**src/rtl/updn_counter_pkg.sv**
```systemverilog
package updn_counter_pkg;

  // Strobes from the control to the datapath. At most one is high per cycle.
  typedef struct packed {
    logic clr;
    logic ld;
    logic inc;
    logic dec;
  } ctrlStrobes_t;

endpackage

```
**src/rtl/updn_sync_bank.sv**
```systemverilog
module updn_sync_bank #(
  parameter int                 WIDTH     = 1,
  parameter int                 STAGES    = 2,
  parameter logic [WIDTH-1:0]   RESET_VAL = '0
) (
  input  logic             clk,
  input  logic             rstN,
  input  logic [WIDTH-1:0] asyncIn,
  output logic [WIDTH-1:0] syncOut
);

  generate
    if (STAGES < 2) begin : gSingle
      logic [WIDTH-1:0] held;
      always_ff @(posedge clk or negedge rstN) begin
        if (!rstN) held <= RESET_VAL;
        else       held <= asyncIn;
      end
      assign syncOut = held;
    end else begin : gChain
      logic [STAGES-1:0][WIDTH-1:0] pipe;
      always_ff @(posedge clk or negedge rstN) begin
        if (!rstN) pipe <= {STAGES{RESET_VAL}};
        else       pipe <= {pipe[STAGES-2:0], asyncIn};
      end
      assign syncOut = pipe[STAGES-1];
    end
  endgenerate

endmodule

```
**src/rtl/updn_counter_ctrl.sv**
```systemverilog
module updn_counter_ctrl
  import updn_counter_pkg::*;
(
  input  logic         clk,
  input  logic         rstN,
  input  logic         upS,
  input  logic         downS,
  input  logic         clrS,
  input  logic         ldS,
  output ctrlStrobes_t strobes,
  output logic         seqError
);

  logic upPrev;
  logic downPrev;
  logic upRise;
  logic downRise;
  logic badEvent;

  // Both count inputs rest high, so the previous samples reset high
  // and no edge is seen when reset is released.
  always_ff @(posedge clk or negedge rstN) begin
    if (!rstN) begin
      upPrev   <= 1'b1;
      downPrev <= 1'b1;
    end else begin
      upPrev   <= upS;
      downPrev <= downS;
    end
  end

  assign upRise   = upS & ~upPrev;
  assign downRise = downS & ~downPrev;

  // Rejected: an edge while the other input is low, or two edges at once.
  assign badEvent = (upRise & ~downS) | (downRise & ~upS) | (upRise & downRise);

  always_comb begin
    strobes     = '0;
    strobes.clr = clrS;
    strobes.ld  = ldS & ~clrS;
    strobes.inc = upRise & downS & ~downRise & ~clrS & ~ldS;
    strobes.dec = downRise & upS & ~upRise & ~clrS & ~ldS;
  end

  always_ff @(posedge clk or negedge rstN) begin
    if (!rstN) seqError <= 1'b0;
    else       seqError <= badEvent;
  end

endmodule

```
**src/rtl/updn_counter_datapath.sv**
```systemverilog
module updn_counter_datapath
  import updn_counter_pkg::*;
#(
  parameter int WIDTH = 4
) (
  input  logic             clk,
  input  logic             rstN,
  input  ctrlStrobes_t     strobes,
  input  logic [WIDTH-1:0] loadData,
  input  logic             upS,
  input  logic             downS,
  output logic [WIDTH-1:0] count,
  output logic             carryN,
  output logic             borrowN
);

  localparam logic [WIDTH-1:0] TOP_VAL  = '1;
  localparam logic [WIDTH-1:0] ZERO_VAL = '0;
  localparam logic [WIDTH-1:0] STEP     = WIDTH'(1);

  always_ff @(posedge clk or negedge rstN) begin
    if (!rstN)            count <= ZERO_VAL;
    else if (strobes.clr) count <= ZERO_VAL;
    else if (strobes.ld)  count <= loadData;
    else if (strobes.inc) count <= count + STEP;
    else if (strobes.dec) count <= count - STEP;
  end

  // Each terminal count follows the low phase of its count input
  // while the counter sits at that direction's end value.
  assign carryN  = ~((count == TOP_VAL) & ~upS);
  assign borrowN = ~((count == ZERO_VAL) & ~downS);

endmodule

```
**src/rtl/updn_pulse_counter.sv**
```systemverilog
module updn_pulse_counter
  import updn_counter_pkg::*;
#(
  parameter int WIDTH       = 4,
  parameter int SYNC_STAGES = 2
) (
  input  logic             clk,
  input  logic             rstN,
  input  logic             upIn,
  input  logic             downIn,
  input  logic             clearIn,
  input  logic             loadIn,
  input  logic [WIDTH-1:0] dataIn,
  output logic [WIDTH-1:0] count,
  output logic             carryN,
  output logic             borrowN,
  output logic             seqError
);

  localparam int               SYNC_W   = WIDTH + 4;
  localparam logic [SYNC_W-1:0] SYNC_RST = {{WIDTH{1'b0}}, 4'b0011};

  logic [SYNC_W-1:0] syncBus;
  logic [WIDTH-1:0]  dataS;
  logic              clrS;
  logic              ldS;
  logic              upS;
  logic              downS;
  ctrlStrobes_t      strobes;

  updn_sync_bank #(
    .WIDTH     (SYNC_W),
    .STAGES    (SYNC_STAGES),
    .RESET_VAL (SYNC_RST)
  ) u_sync (
    .clk     (clk),
    .rstN    (rstN),
    .asyncIn ({dataIn, clearIn, loadIn, upIn, downIn}),
    .syncOut (syncBus)
  );

  assign {dataS, clrS, ldS, upS, downS} = syncBus;

  updn_counter_ctrl u_ctrl (
    .clk      (clk),
    .rstN     (rstN),
    .upS      (upS),
    .downS    (downS),
    .clrS     (clrS),
    .ldS      (ldS),
    .strobes  (strobes),
    .seqError (seqError)
  );

  updn_counter_datapath #(
    .WIDTH (WIDTH)
  ) u_dp (
    .clk      (clk),
    .rstN     (rstN),
    .strobes  (strobes),
    .loadData (dataS),
    .upS      (upS),
    .downS    (downS),
    .count    (count),
    .carryN   (carryN),
    .borrowN  (borrowN)
  );

endmodule

```
**config.mk**
```make
export PLATFORM = sky130hd
export DESIGN_NAME = updn_pulse_counter
export DESIGN_NICKNAME = d
export VERILOG_FILES = /design/src/rtl/updn_counter_pkg.sv /design/src/rtl/updn_sync_bank.sv /design/src/rtl/updn_counter_ctrl.sv /design/src/rtl/updn_counter_datapath.sv /design/src/rtl/updn_pulse_counter.sv
export SDC_FILE = /design/constraint.sdc
export NUM_CORES = 1
export LEC_CHECK = 0
export ABC_AREA = 1
export CORE_AREA = 2 2 48 50
export CTS_CLUSTER_SIZE = 10
export DETAILED_ROUTE_END_ITERATION = 6
export DIE_AREA = 0 0 50 52
export DONT_BUFFER_PORTS = 1
export GPL_TIMING_DRIVEN = 0
export MAX_ROUTING_LAYER = met4
export REMOVE_ABC_BUFFERS = 1
export SYNTH_ARGS = -nofsm -noshare
export SYNTH_HDL_FRONTEND = slang
export SYNTH_HIERARCHICAL = 1
export SYNTH_SLANG_ARGS = --single-unit
export TNS_END_PERCENT = 50
```
**constraint.sdc**
```tcl
create_clock -name clk -period 2.15 [get_ports clk]
set_input_delay 0.215 -clock clk [delete_from_list [all_inputs] [get_ports clk]]
set_output_delay 0.215 -clock clk [all_outputs]
set_load 0.01 [all_outputs]
```
==> results of run 1 <==
==> area by class of cell <==
type	instances	share of cell area, %
clock buffers	4	2.45
inverters	14	4.90
multi-input cells	50	26.6
flip-flops and latches	23	54.4
well taps	28	3.27
repair buffers	9	8.40
==> registers in the layout (all words and copies together), names as in the netlist <==
| signal | cells |
|---|---|
| u_ctrl/downPrev | 1 |
| u_ctrl/seqError | 1 |
| u_ctrl/upPrev | 1 |
| u_dp/count | 4 |
| u_sync/gChain.pipe | 8 |
| u_sync/syncOut | 8 |
==> worst max path at each step <==
stage	startpoint	to
2_1_floorplan	u_sync/syncOut[1]$_DFF_PN1_	u_dp/count[1]$_DFFE_PN0P_
3_3_place_gp	u_sync/syncOut[1]$_DFF_PN1_	u_dp/count[1]$_DFFE_PN0P_
3_5_place_dp	u_sync/syncOut[0]$_DFF_PN1_	u_dp/count[1]$_DFFE_PN0P_
4_1_cts	u_sync/syncOut[0]$_DFF_PN1_	u_dp/count[1]$_DFFE_PN0P_
5_1_grt	u_sync/syncOut[0]$_DFF_PN1_	u_dp/count[1]$_DFFE_PN0P_
6_report	u_sync/syncOut[0]$_DFF_PN1_	u_dp/count[1]$_DFFE_PN0P_
==> synth_stat cells <==
| master | instances | area share (%) |
|---|---|---|
| nand4_4 | 1 | 2.2 |
| or2_0 | 2 | 1.3 |
| nor2_1 | 6 | 2.3 |
| o22ai_1 | 2 | 1.3 |
| or2_1 | 1 | 0.63 |
| nor3_1 | 2 | 1.0 |
| inv_1 | 10 | 3.8 |
| o21ai_0 | 2 | 1.0 |
| fa_1 | 1 | 2.0 |
| inv_2 | 4 | 1.5 |
| ha_1 | 2 | 2.5 |
| dfrtp_1 | 17 | 43 |
| a31oi_1 | 1 | 0.63 |
| buf_4 | 9 | 6.8 |
| xnor2_1 | 1 | 0.89 |
| nand3_1 | 5 | 2.5 |
| nand2_1 | 17 | 6.5 |
| a21oi_1 | 2 | 1.0 |
| nor2_2 | 4 | 2.5 |
| dfstp_2 | 6 | 16 |
| or2_2 | 1 | 0.63 |
==> power by group through the flow <==
stage / registers, uW / clock network, uW / logic [uW]
after detailed placement: 509 / 0 / 96.5
final: 500 / 190 / 118
after global placement: 507 / 0 / 91.3
after floorplan: 501 / 0 / 80.9
after CTS: 500 / 204 / 118
after global routing: 505 / 217 / 133
==> metal layers <==
layer  GRT usage [%]  vias up  routed length, um
li1                -      297                  -
met1            15.0      301                647
met2            22.1       17                780
met3            3.74        2                 55
met4            6.94        0                 14
met5               -        -                  0
==> stage by stage <==
stage | hold slack [ns] | total power, uW
after floorplan | -0.0806 | 582
after global placement | -0.0799 | 598
after detailed placement | -0.0800 | 605
after CTS | 0.365 | 822
after global routing | 0.376 | 855
final | 0.361 | 808
==> critical path, cell delays in order, from the launching register on <==
cell	delay [ns]
dfstp_2	0.59
nand2_1	0.06
inv_1	0.07
nand2_1	0.06
nor2_2	0.11
inv_2	0.10
fa_1	0.45
or2_2	0.28
o21ai_0	0.08
o22ai_1	0.10
==> cell families (layout without fill, tap and decap cells) <==
family          after synthesis  count (layout)  synth area share [%]
simple gates                 39              39                  19.5
flops                        23              23                  59.0
xor+xnor                      1               1                 0.886
fa+ha+maj                     3               3                  4.56
compound gates                7               7                  3.92
buf+inv                      23              27                  12.2
==> repair_timing <==
item / CTS / global route
gates resized for setup: 0 / 0
hold endpoints to repair: 31 / 0
hold buffers: 9 / 0
setup endpoints to repair: 0 / 0
==> summary.txt, run 1 <==
======================================================================================
Global-route wire length before repair                                         2.48 mm
Total net switching power                                                       216 uW
All-Layer GR Usage                                                               13.5%
Sum Neg Setup Slack                                                               0 ns
Status                                                                    complete, no violations
Vias                                                                               617
# IOs                                                                               17
Internal Power                                                                  592 uW
Hold Path Depth                                                                      0
Die Outline Area                                                             2600 um^2
Worst path arrival time                                                        2.20 ns
Critical path endpoint category                                               register
Worst Setup Path Type                                                     register to register
Area of the mapped netlist                                                    988 um^2
Setup repair after global routing missed its margin                              false
Flip-flop and latch area                                                      583 um^2
Area after DPL                                                                956 um^2
Distinct cell type count of the synthesized netlist                                 21
Part of the power in the clock network                                           23.6%
Worst endpoint required time                                                   2.34 ns
Register-to-register setup slack                                               0.14 ns
Highest fanout seen on the critical path                                             6
Standard-cell row count                                                             17
Clock sink count                                                                    23
Setup violators final                                                                0
Clock tree root driver cell                                                   clkbuf_4
Worst min-delay path category                                             register to register
Clock skew after layout                                                     0.00113 ns
Antenna violations before repair                                                     0
Final Hold Fails                                                                     0
Dpl cells                                                                          115
Total Wirelength                                                               1.50 mm
Iter 0 DRT Violations                                                               15
Share of layout cells above drive strength 1                                     19.0%
Power Density                                                              753 nW/um^2
Die extent in y                                                                  52 um
First-pass DRT Iterations                                                            5
Max frequency                                                                  498 MHz
Nets                                                                               114
Weighted congestion reported at the end of routability-driven placement          0.805
Register area share after synthesis                                              59.0%
Max-cap check violation count                                                        0
Leftover overflow at the end of global routing                                       0
Routed wirelength normalized by instance count                                 11.7 um
Post-synthesis register bit count                                                   23
Pin count of the biggest net entering global routing                                24
Worst max-slew margin expressed relative to the limit                            34.6%
Syn Inst Count                                                                      96
Buffers inserted during post-CTS setup optimization                                  0
Switching share of total power                                                   26.7%
Minimum setup slack after placement                                           0.169 ns
Worst reg2reg startpoint                                                  u_sync/syncOut[0]$_DFF_PN1_
Max Slew Vio Count                                                                   0
Antenna Diode Count                                                                  0
Total clock buffers created by CTS                                                   3
Clock tree from TritonCTS                                                          yes
Number of H-tree branching levels                                                    1
Clock-pin slew on the worst setup and hold paths                               0.12 ns
Period minus WS final                                                          2.01 ns
Hold path endpoint                                                        u_sync/syncOut[4]$_DFF_PN0_
Startpoint of the worst hold path                                         u_sync/gChain.pipe[4]$_DFF_PN0_
Final critical-path setup slack                                               0.143 ns
Starting utilization of the core area                                            46.9%
Least-Margin Pin Slew                                                         0.978 ns
Post-DP HPWL                                                                   1.06 mm
Share of the cycle needed by the critical path after routing                     93.3%
Number of inserted filler cells in the final layout                                190
Vias/cell                                                                         4.82
Area of the placeable core                                                   2110 um^2
Final Instance Area                                                          1070 um^2
Most used cells in the layout excluding fill and tap cells                nand2_1 (17), dfrtp_1 (17), inv_1 (10), dlygate4sd3_1 (9)
Non-filler cells in the finished layout                                            128
Register-to-Register Path Depth                                                      9
Die width                                                                        50 um
Area growth, synth to finish                                                     8.48%
DRC errors left                                                                      0
Worst-skew pair later-pin latency                                              0.30 ns
Worst vdd rail ir drop                                                          462 uV
Max clock buf depth                                                                  2
Static leakage                                                             0.000480 uW
Crit path launch type                                                         register
Yosys synthesis warning count                                                        6
Mean Syn Cell Area                                                           10.3 um^2
Count of input and output buffers                                                    0
Remaining antenna violation count after routing                                      0
Multi-input combinational cell area                                           285 um^2
Share of total power in sequential cells                                         61.8%
Reg2reg end                                                               u_dp/count[1]$_DFFE_PN0P_
Combinational Power Share                                                        14.6%
Final core utilization                                                           50.9%
Vias in the first global route                                                     625
======================================================================================
(Power assumes the default switching activity.)
==> inputs of run 2 (changes only) <==
--- a/config.mk
+++ b/config.mk
@@ -7,6 +7,7 @@
 export LEC_CHECK = 0
 export ABC_AREA = 1
 export CORE_AREA = 2 2 48 50
+export CTS_CLUSTER_DIAMETER = 60
 export CTS_CLUSTER_SIZE = 10
 export DETAILED_ROUTE_END_ITERATION = 6
 export DIE_AREA = 0 0 50 52
==> results of run 2 <==
The final DEF is identical to that of run 1; final timing and power are the same.
==> inputs of run 3 (changes only) <==
--- a/config.mk
+++ b/config.mk
@@ -14,6 +14,7 @@
 export DONT_BUFFER_PORTS = 1
 export GPL_TIMING_DRIVEN = 0
 export MAX_ROUTING_LAYER = met4
+export PLACE_DENSITY = 0.73
 export REMOVE_ABC_BUFFERS = 1
 export SYNTH_ARGS = -nofsm -noshare
 export SYNTH_HDL_FRONTEND = slang
==> run 3 against run 2 <==
Critical path depth unchanged. Via count down 6.3%. Clock skew about the same. Worst setup slack worse by 0.013 ns. Critical path type unchanged. Sequential cell count unchanged. Maximum frequency down 0.62%.
==> summary.txt, run 3 (synthesized netlist as in run 1, its figures left out) <==
======================================================================================
Critical path endpoint category                                               register
Ordered cell list for the critical path                                   nand2_1 > inv_1 > nand2_1 > nor2_2 > inv_2 > fa_1 > or2_2 > o21ai_0 > o22ai_1
Starting utilization of the core area                                            46.9%
Hold Path Depth                                                                      0
Final critical-path setup slack                                               0.131 ns
Most common cell type on the critical path                                     nand2_1
Total Wirelength                                                               1.37 mm
Vias in the first global route                                                     606
Vias/cell                                                                         4.52
Number of gates resized after CTS                                                    0
Status                                                                    complete, no violations
Clock-pin slew on the worst setup and hold paths                               0.12 ns
Max clock buf depth                                                                  2
Sum Neg Setup Slack                                                               0 ns
# IOs                                                                               17
Most used cells in the layout excluding fill and tap cells                nand2_1 (17), dfrtp_1 (17), inv_1 (10), dlygate4sd3_1 (9)
Iter 0 DRT Violations                                                                6
Setup violators final                                                                0
Die width                                                                        50 um
Nets                                                                               114
Worst endpoint required time                                                   2.34 ns
Max-cap check violation count                                                        0
Final Hold Fails                                                                     0
Number of inserted filler cells in the final layout                                186
Standard-cell row count                                                             17
Register-to-Register Path Depth                                                      9
Max frequency                                                                  495 MHz
Antenna Diode Count                                                                  0
Die Outline Area                                                             2600 um^2
Total clock buffers created by CTS                                                   3
Remaining antenna violation count after routing                                      0
Power Density                                                              748 nW/um^2
Minimum setup slack after placement                                           0.169 ns
All-Layer GR Usage                                                               12.9%
Biggest cell delay along the critical path                                     0.59 ns
Leftover overflow at the end of global routing                                       0
Crit path launch type                                                         register
Number of H-tree branching levels                                                    1
Max Slew Vio Count                                                                   0
Smallest hold slack                                                           0.361 ns
Global-route wire length before repair                                         2.42 mm
Static leakage                                                             0.000483 uW
Die extent in y                                                                  52 um
Clock skew after layout                                                     0.00102 ns
Clock sink count                                                                    23
Worst min-delay path category                                             register to register
Setup repair after global routing missed its margin                              false
Antenna violations before repair                                                     0
DRC errors left                                                                      0
Clock tree root driver cell                                                   clkbuf_4
Least-Margin Pin Slew                                                         0.973 ns
Highest fanout seen on the critical path                                             6
Routed wirelength normalized by instance count                                 10.7 um
Area of the placeable core                                                   2110 um^2
Buffers inserted during post-CTS setup optimization                                  0
Area growth, synth to finish                                                     8.61%
First-pass DRT Iterations                                                            2
Worst vdd rail ir drop                                                          586 uV
Weighted congestion reported at the end of routability-driven placement          0.864
Worst path arrival time                                                        2.20 ns
Final core utilization                                                           51.0%
Count of input and output buffers                                                    0
Worst Setup Path Type                                                     register to register
Worst-skew pair later-pin latency                                              0.29 ns
Post-DP HPWL                                                                    967 um
Share of layout cells above drive strength 1                                     20.0%
Clock tree from TritonCTS                                                          yes
CP max stage cell                                                              dfstp_2
Vias                                                                               578
Share of the cycle needed by the critical path after routing                     93.9%
Worst max-slew margin expressed relative to the limit                            34.9%
Pin count of the biggest net entering global routing                                24
Period minus WS final                                                          2.02 ns
======================================================================================
-- run 3: metrics by stage --
stage / power, uW / cell area, um^2 / std cells
after floorplan: 582 / 921 / 87
final: 803 / 1070 / 128
after detailed placement: 604 / 956 / 115
after CTS: 819 / 1070 / 128
after global placement: 599 / 956 / 115
after global routing: 861 / 1070 / 128
-- run 3: final timing paths --
path | start | end | slack, ns
max | u_sync/syncOut[0]$_DFF_PN1_ | u_dp/count[1]$_DFFE_PN0P_ | 0.13
min | u_sync/gChain.pipe[7]$_DFF_PN0_ | u_sync/syncOut[7]$_DFF_PN0_ | 0.36
max reg2reg | u_sync/syncOut[0]$_DFF_PN1_ | u_dp/count[1]$_DFFE_PN0P_ | 0.13
min reg2reg | u_sync/gChain.pipe[7]$_DFF_PN0_ | u_sync/syncOut[7]$_DFF_PN0_ | 0.36
max in group asynchronous | rstN | u_dp/count[2]$_DFFE_PN0P_ | 1.06
min in group asynchronous | rstN | u_sync/syncOut[2]$_DFF_PN0_ | 0.51
-- run 3: power by group --
part           switching, uW  internal [uW]
clock                    118           69.2
sequential              32.0            466
combinational           64.0           53.3
total                    214            589
-- run 3: final cells by class --
cell class	instances	area, um^2	area share [%]
clock buffers	3	22.5	2.10
clock inverters	1	5.00	0.466
inverters	14	52.6	4.90
multi-input cells	50	285	26.6
flip-flops and latches	23	583	54.3
well taps	28	35.0	3.26
repair buffers	9	90.1	8.39
-- run 3: timing repair --
action	4_1_cts	5_1_grt
hold buffers	9	0
endpoints found under the setup margin	0	0
hold endpoints to repair	31	0
-- run 3: worst max-delay path, delay by kind of cell (launching register included) --
family / cells / cell delay, ns
flip-flops: 1 / 0.59
AO/OA/AOI/OAI: 2 / 0.19
buffers and inverters: 2 / 0.16
adder cells (fa/ha/maj): 1 / 0.45
AND/OR/NAND/NOR: 4 / 0.51
-- run 3: per-layer routing --
| layer | track usage [%] | part of all wire [%] | up-vias |
|---|---|---|---|
| met5 | - | 0 | - |
| met4 | 5.56 | 0.44 | 0 |
| li1 | - | - | 296 |
| met3 | 3.74 | 5.4 | 2 |
| met2 | 23.2 | 52 | 14 |
| met1 | 13.0 | 42 | 266 |
